### config.mk
export PLATFORM = sky130hd
export DESIGN_NAME = i2c_baud_div
export DESIGN_NICKNAME = d
export VERILOG_FILES = /design/src/rtl/i2c_baud_div_pkg.sv /design/src/rtl/i2c_baud_datapath.sv /design/src/rtl/i2c_baud_ctrl.sv /design/src/rtl/i2c_baud_div.sv
export SDC_FILE = /design/constraint.sdc
export NUM_CORES = 1
export LEC_CHECK = 0
export ABC_AREA = 1
export BUFFER_PORTS_ARGS = -buffer_cell sky130_fd_sc_hd__buf_2
export CAP_MARGIN = 20
export CORE_ASPECT_RATIO = 0.8
export CORE_MARGIN = 4
export CORE_UTILIZATION = 65
export CTS_BUF_LIST = sky130_fd_sc_hd__clkbuf_8
export DETAILED_ROUTE_END_ITERATION = 7
export PLACE_DENSITY = 0.9
export REMOVE_ABC_BUFFERS = 1
export SYNTH_ARGS = -nofsm -noshare
export SYNTH_HDL_FRONTEND = slang
export SYNTH_HIERARCHICAL = 1
export SYNTH_SLANG_ARGS = --single-unit
### constraint.sdc
create_clock -name clk -period 2.84 [get_ports clk]
set_input_delay 0.142 -clock clk [delete_from_list [all_inputs] [get_ports clk]]
set_output_delay 0.142 -clock clk [all_outputs]
set_load 0.02 [all_outputs]
### src/rtl/i2c_baud_div_pkg.sv
`timescale 1ns/1ps
package i2c_baud_div_pkg;

  // Strobes from control to datapath
  typedef struct packed {
    logic clear;   // force both stages to zero
    logic step;    // advance the prescaler by one clock
  } divStrobe_t;

  // Terminal-count flags returned by the datapath
  typedef struct packed {
    logic preDone; // prescaler at its last count
    logic powDone; // power-of-two stage at its last count
  } divFlags_t;

endpackage

### src/rtl/i2c_baud_datapath.sv
`timescale 1ns/1ps
module i2c_baud_datapath
  import i2c_baud_div_pkg::*;
#(
  parameter int M_WIDTH = 4,
  parameter int N_WIDTH = 3
) (
  input  logic               clk,
  input  logic               rstN,
  input  divStrobe_t         strobe,
  input  logic [M_WIDTH-1:0] mVal,
  input  logic [N_WIDTH-1:0] nVal,
  output divFlags_t          flags
);

  // Largest second-stage ratio is 2^(2^N_WIDTH), so its counter needs 2^N_WIDTH bits
  localparam int POW_W = 1 << N_WIDTH;
  localparam logic [POW_W-1:0] POW_ONES = '1;
  localparam logic [N_WIDTH-1:0] TOP_EXP = N_WIDTH'(POW_W - 1);

  logic [M_WIDTH-1:0] preCnt;
  logic [POW_W-1:0]   powCnt;
  logic [POW_W-1:0]   powLast;

  // Last count of the second stage is 2^(N+1)-1: a run of N+1 ones
  assign powLast = POW_ONES >> (TOP_EXP - nVal);

  assign flags.preDone = (preCnt == mVal);
  assign flags.powDone = (powCnt == powLast);

  always_ff @(posedge clk) begin
    if (!rstN || strobe.clear) begin
      preCnt <= '0;
      powCnt <= '0;
    end else if (strobe.step) begin
      if (flags.preDone) begin
        preCnt <= '0;
        if (flags.powDone) powCnt <= '0;
        else               powCnt <= powCnt + 1'b1;
      end else begin
        preCnt <= preCnt + 1'b1;
      end
    end
  end

endmodule

### src/rtl/i2c_baud_ctrl.sv
`timescale 1ns/1ps
module i2c_baud_ctrl
  import i2c_baud_div_pkg::*;
#(
  parameter int M_WIDTH    = 4,
  parameter int N_WIDTH    = 3,
  parameter int HALF_TICKS = 5
) (
  input  logic                       clk,
  input  logic                       rstN,
  input  logic                       enable,
  input  logic                       cfgWrEn,
  input  logic [M_WIDTH+N_WIDTH-1:0] cfgWrData,
  input  divFlags_t                  flags,
  output divStrobe_t                 strobe,
  output logic [M_WIDTH-1:0]         mVal,
  output logic [N_WIDTH-1:0]         nVal,
  output logic                       sampleTick,
  output logic                       sclClk
);

  localparam int FIELD_W = M_WIDTH + N_WIDTH;
  localparam int PH_W    = $clog2(HALF_TICKS);
  localparam logic [PH_W-1:0] PH_LAST = PH_W'(HALF_TICKS - 1);

  logic [FIELD_W-1:0] cfgReg;
  logic [PH_W-1:0]    phase;

  always_ff @(posedge clk) begin
    if (!rstN)        cfgReg <= '0;
    else if (cfgWrEn) cfgReg <= cfgWrData;
  end

  assign mVal = cfgReg[FIELD_W-1:N_WIDTH];
  assign nVal = cfgReg[N_WIDTH-1:0];

  // A write or a disable restarts everything; otherwise count each clock
  assign strobe.clear = cfgWrEn || !enable;
  assign strobe.step  = !strobe.clear;

  assign sampleTick = strobe.step && flags.preDone && flags.powDone;

  always_ff @(posedge clk) begin
    if (!rstN || strobe.clear) begin
      phase  <= '0;
      sclClk <= 1'b0;
    end else if (sampleTick) begin
      if (phase == PH_LAST) begin
        phase  <= '0;
        sclClk <= !sclClk;
      end else begin
        phase  <= phase + 1'b1;
      end
    end
  end

endmodule

### src/rtl/i2c_baud_div.sv
`timescale 1ns/1ps
module i2c_baud_div
  import i2c_baud_div_pkg::*;
#(
  parameter int M_WIDTH    = 4,
  parameter int N_WIDTH    = 3,
  parameter int HALF_TICKS = 5
) (
  input  logic                       clk,
  input  logic                       rstN,
  input  logic                       enable,
  input  logic                       cfgWrEn,
  input  logic [M_WIDTH+N_WIDTH-1:0] cfgWrData,
  output logic                       sampleTick,
  output logic                       sclClk
);

  divStrobe_t         strobe;
  divFlags_t          flags;
  logic [M_WIDTH-1:0] mVal;
  logic [N_WIDTH-1:0] nVal;

  i2c_baud_ctrl #(
    .M_WIDTH(M_WIDTH), .N_WIDTH(N_WIDTH), .HALF_TICKS(HALF_TICKS)
  ) ctrl (
    .clk(clk), .rstN(rstN), .enable(enable),
    .cfgWrEn(cfgWrEn), .cfgWrData(cfgWrData),
    .flags(flags), .strobe(strobe),
    .mVal(mVal), .nVal(nVal),
    .sampleTick(sampleTick), .sclClk(sclClk)
  );

  i2c_baud_datapath #(
    .M_WIDTH(M_WIDTH), .N_WIDTH(N_WIDTH)
  ) dpath (
    .clk(clk), .rstN(rstN), .strobe(strobe),
    .mVal(mVal), .nVal(nVal), .flags(flags)
  );

endmodule

-- After elaboration in Yosys (flattened, before gate mapping)
Cells that the tools add are included.
- word-level logic and storage cells: 27
- latch bits: 0
- register bits: 23
- bits in writable memories: 0
- output and inout port bits: 2
- bits in read-only memories: 0
- memories: 0
- multipliers: 0
- $add $sub $neg: 4
- equal/unequal tests: 3
- mux-type cells: 3
- divide/modulo/power cells: 0
- magnitude comparators: 0
- shift-type cells: 1
- bitwise logic cells: 1
- reduce and logical (&&, ||, !) cells: 10
- operators with widths (kind ; number):
    adder 8 x 1 -> 8 bit (second input constant) ; 1
    == test 8 bit ; 1
    two-way mux 8 bit ; 1
    >> shifter 8 x 3 -> 8 bit (first input constant) ; 1
    adder 4 x 1 -> 4 bit (second input constant) ; 1
    == test 4 bit ; 1
    logical NOT 1 bit ; 4
    two-way mux 4 bit ; 1
    AND reduction 2 bit ; 2
    adder 3 x 1 -> 3 bit (second input constant) ; 1
    == test 3 bit (second input constant) ; 1
    two-way mux 3 bit ; 1
    subtractor 3 bit (first input constant) ; 1
    logical AND 1 bit ; 2
    logical OR 1 bit ; 2
    NOT 1 bit ; 1

-- Depth between registers and ports, before layout
- depth in word-level cells: 6
- mapped depth: 15

-- Hierarchy
The synthesis kept the hierarchy.
- modules (own cells, without submodules) (module ; area each (µm²) ; instances ; seq. area each (µm²) ; cells an instance):
    i2c_baud_datapath ; 928.4 ; 1 ; 240.2 ; 160
    i2c_baud_ctrl ; 528.0 ; 1 ; 220.2 ; 70

-- Worst setup path before layout
Ideal clock, no wire load.
- path kind: register to register
- start: register ctrl.cfgReg[2]
- end: register ctrl.sclClk
- setup slack: 1223 ps
- stages on the path, launching flop included: 15
- period minus slack after synthesis: 1617 ps
- path buffers: 0
- required time: 2730 ps
- arrival: 1508 ps
- cell sequence: dfxtp_1 -> nand2_1 -> clkinv_1 -> nand2_1 -> nand2_1 -> inv_1 -> nand3_1 -> nor2_1 -> nand2_1 -> inv_1 -> nand2_8 -> nor2_8 -> nand3_1 -> nand2_1 -> nor2_2
- RTL lines (what ; line ; text):
    from (decl) ; i2c_baud_ctrl.sv:26 ; logic [FIELD_W-1:0] cfgReg;
    from (signal assigned) ; i2c_baud_ctrl.sv:31 ; else if (cfgWrEn) cfgReg <= cfgWrData;
    to (signal assigned) ; i2c_baud_ctrl.sv:50 ; sclClk <= !sclClk;
    to (decl) ; i2c_baud_ctrl.sv:19 ; output logic sclClk

==> results by group <==
Status
  – Status: finished clean

Pwr
  – Final Power: 0.616 mW
  – Psw: 0.159 mW
  – Peak supply drop: 0.000477 V
  – P per Cell Area: 389 nW/µm²
  – Switching Share: 0.258
  – Reg power frac: 0.551
  – Combinational power share: 0.132
  – P_leak: 0.812 nW
  – Internal: 0.457 mW
  – Clock Power Share: 0.318

Placement
  – GPL Wtd Cong: 0.907
  – Setup WS pre-CTS: 1070 ps
  – Placement Cell Area: 1540 µm²
  – IO buf count: 12
  – Cells after DPL: 266
  – Detailed placement HPWL: 2.25 mm

Clock tree
  – Clock sinks: 23
  – Post-CTS Setup Inserts: 0
  – CTS clk-pin slew, worst paths: 80 ps
  – Post-CTS sizing: 0
  – CTS tree: done
  – Worst skew pair latency: 260 ps
  – Post-cts hold buffer count: 0
  – CTS max path bufs: 2
  – CTS Buf Count: 3
  – H-tree Lvls: 1
  – Root buffer cell: clkbuf_8

Die
  – Die W: 60.9 µm
  – Effective utilization at floorplan: 0.681
  – Rows: 15
  – Die H: 50.3 µm
  – Die ar.: 3070 µm²
  – I/O pin total: 13
  – Core ar.: 2140 µm²

Timing
  – Hold slack: 99.5 ps
  – Final setup vio count: 0
  – Skew final: 1.80 ps
  – Final Critical Period: 2140 ps
  – Fin crit share: 0.754
  – RSZ-0062 raised after global routing: false
  – Relative slew margins: 0.757
  – TNS Setup: 0 ps
  – Worst-margin pin slew: 364 ps
  – Fin. max-slew vios: 0
  – PnR worst setup slack: 698 ps
  – F_max: 0.467 GHz
  – Final Hold Vio Count: 0

Setup path
  – Worst r2r src: ctrl/cfgReg[2]$_SDFFE_PN0P_
  – CP max FO: 7
  – Worst EP required: 2700 ps
  – Arr. time, crit path: 2000 ps
  – Crit. End Element: output port
  – Reg-to-Reg End: ctrl/sclClk$_SDFFE_PP0P_
  – FF-to-FF setup slack: 1000 ps
  – Critical path startpoint: ctrl/cfgReg[2]$_SDFFE_PN0P_
  – Setup Crit Path Kind: flip-flop to output port
  – CP Launch Type: flip-flop
  – Worst setup endpoint: sampleTick
  – Worst Reg-to-Reg Cells: 14

Drt
  – DR WL/cell: 10.5 µm
  – DR vias/cell: 5.04
  – Post-route DRC violation count: 0
  – Post-DRT Antenna Nets: 0
  – Total Wirelength: 2.85 mm
  – First-pass iteration count of the detailed router: 4
  – Vias: 1,360
  – DR iter-0 viols: 94

GRT
  – Overall fraction of global-route tracks in use: 0.211
  – Total global routing overflow: 0
  – Pin count of the biggest net entering global routing: 14
  – Initial antenna violation count: 0
  – Vias in the first global route: 1,216
  – Wire length of the first global-routing pass: 4.93 mm

Synthesis
  – Synth warn: 6
  – Seq/Total Area, Yosys: 0.316
  – Yosys cell types: 26
  – Syn Area/Cell: 6.33 µm²
  – Post-synth top cells: nand2_1, inv_1, nor2_1, dfxtp_1, nand3_1
  – Post-synth EDFFs: 0
  – Synth Instances: 230
  – #FFs+latches synth: 23
  – Async SR Flop Fraction: 0
  – Post-synth top flop: dfxtp_1
  – Syn Std Cell Area: 1460 µm²
  – Post-synth top area cell: dfxtp_1
  – Yosys top cell area share: 0.316
  – Synth top area cells: dfxtp_1, nand2_1, inv_1
  – Count leader, synth: nand2_1

Finish
  – Design area: 1580 µm²
  – Ant. Diodes: 0
  – Layout Cells excl Fill: 270
  – Final core utilization: 0.739
  – Area Overhead vs Synth: 8.59%
  – Share of cells above drive strength 1: 0.167
  – Total Nets Final: 261

Worst hold path
  – Hold Path Class: input pin to flip-flop

Flow run
  – Max-cap violations: 0
==> sequential cells by signal, summed over array words and instances (netlist names) <==
name / flops
ctrl/cfgReg: 7
ctrl/phase: 3
ctrl/sclClk: 1
dpath/powCnt: 8
dpath/preCnt: 4
==> cell families after synthesis <==
kind of cell             count (synthesis)  share of synthesized area
AND/OR/NAND/NOR                        142                      0.448
buffers and inverters                   43                      0.127
flip-flops                              23                      0.316
AO/OA/AOI/OAI                           14                     0.0507
XOR/XNOR                                 4                     0.0241
adder cells (fa/ha/maj)                  4                     0.0344
==> layer usage <==
metal  global-route usage  part of all wire  vias up
li1                     -                 -      731
met2                0.343              0.49       36
met1                0.268              0.45      591
met4               0.0650            0.0067        0
met5                    0                 0        -
met3               0.0566             0.054        2
==> worst max-delay path, stage by stage (launching register included) <==
cell and delay (ps):
dfxtp_1 370, nand2_1 190, clkinv_1 110, nand2_1 80
nand2_1 60, inv_1 50, nand3_1 60, nor2_1 130
nand2_1 100, inv_1 160, nand2_8 80, nor2_8 160
buf_2 180
==> cell usage in the layout, fill, tap and decap left out <==
cell type | netlist | final
nor3_1 | 2 | 2
nand2_1 | 69 | 69
o21ai_2 | 1 | 1
xor2_1 | 2 | 2
nor2_8 | 1 | 1
nand2_2 | 7 | 7
inv_2 | 7 | 7
ha_1 | 4 | 4
a21oi_1 | 2 | 2
nand2_8 | 1 | 1
xnor2_1 | 2 | 2
inv_1 | 32 | 33
o21ai_1 | 3 | 3
nand4_1 | 2 | 2
nor2_2 | 4 | 4
buf_2 | 0 | 12
bufinv_8 | 1 | 1
dfxtp_1 | 23 | 23
clkbuf_8 | 0 | 3
nand2_4 | 1 | 1
nor2_1 | 32 | 32
clkinv_1 | 1 | 1
nor2_4 | 2 | 2
nand3_1 | 20 | 20
o21ai_0 | 8 | 8
inv_4 | 1 | 1
nand3b_1 | 1 | 1
==> power groups by stage <==
stage	sequential [mW]	clock, mW	combinational (mW)
3_3_place_gp	0.346	0	0.0782
3_5_place_dp	0.346	0	0.0805
5_1_grt	0.340	0.221	0.0917
2_1_floorplan	0.344	0	0.0597
6_report	0.339	0.196	0.0812
4_1_cts	0.339	0.204	0.0813
==> how the worst min path moves through the flow <==
| stage | end | cells after the start | startpoint | slack [ps] |
|---|---|---|---|---|
| 6_report | ctrl/cfgReg[4]$_SDFFE_PN0P_ | 3 | cfgWrData[4] | 100 |
| 5_1_grt | ctrl/cfgReg[1]$_SDFFE_PN0P_ | 3 | cfgWrData[1] | 120 |
| 4_1_cts | ctrl/cfgReg[4]$_SDFFE_PN0P_ | 3 | cfgWrData[4] | 90 |
| 3_5_place_dp | ctrl/cfgReg[4]$_SDFFE_PN0P_ | 3 | cfgWrData[4] | 370 |
| 3_3_place_gp | ctrl/cfgReg[6]$_SDFFE_PN0P_ | 3 | cfgWrData[6] | 370 |
| 2_1_floorplan | ctrl/cfgReg[2]$_SDFFE_PN0P_ | 2 | cfgWrData[2] | 280 |
==> final cells by class <==
| type | count | area (µm²) |
|---|---|---|
| clock buffer | 3 | 41.3 |
| clock inverter | 1 | 3.75 |
| fill | 186 | 558 |
| inverter | 42 | 174 |
| multi-input combinational | 164 | 811 |
| sequential | 23 | 460 |
| tap | 25 | 31.3 |
| timing repair buffer | 12 | 60.1 |
No activity file was read; power rests on OpenSTA's default activity.
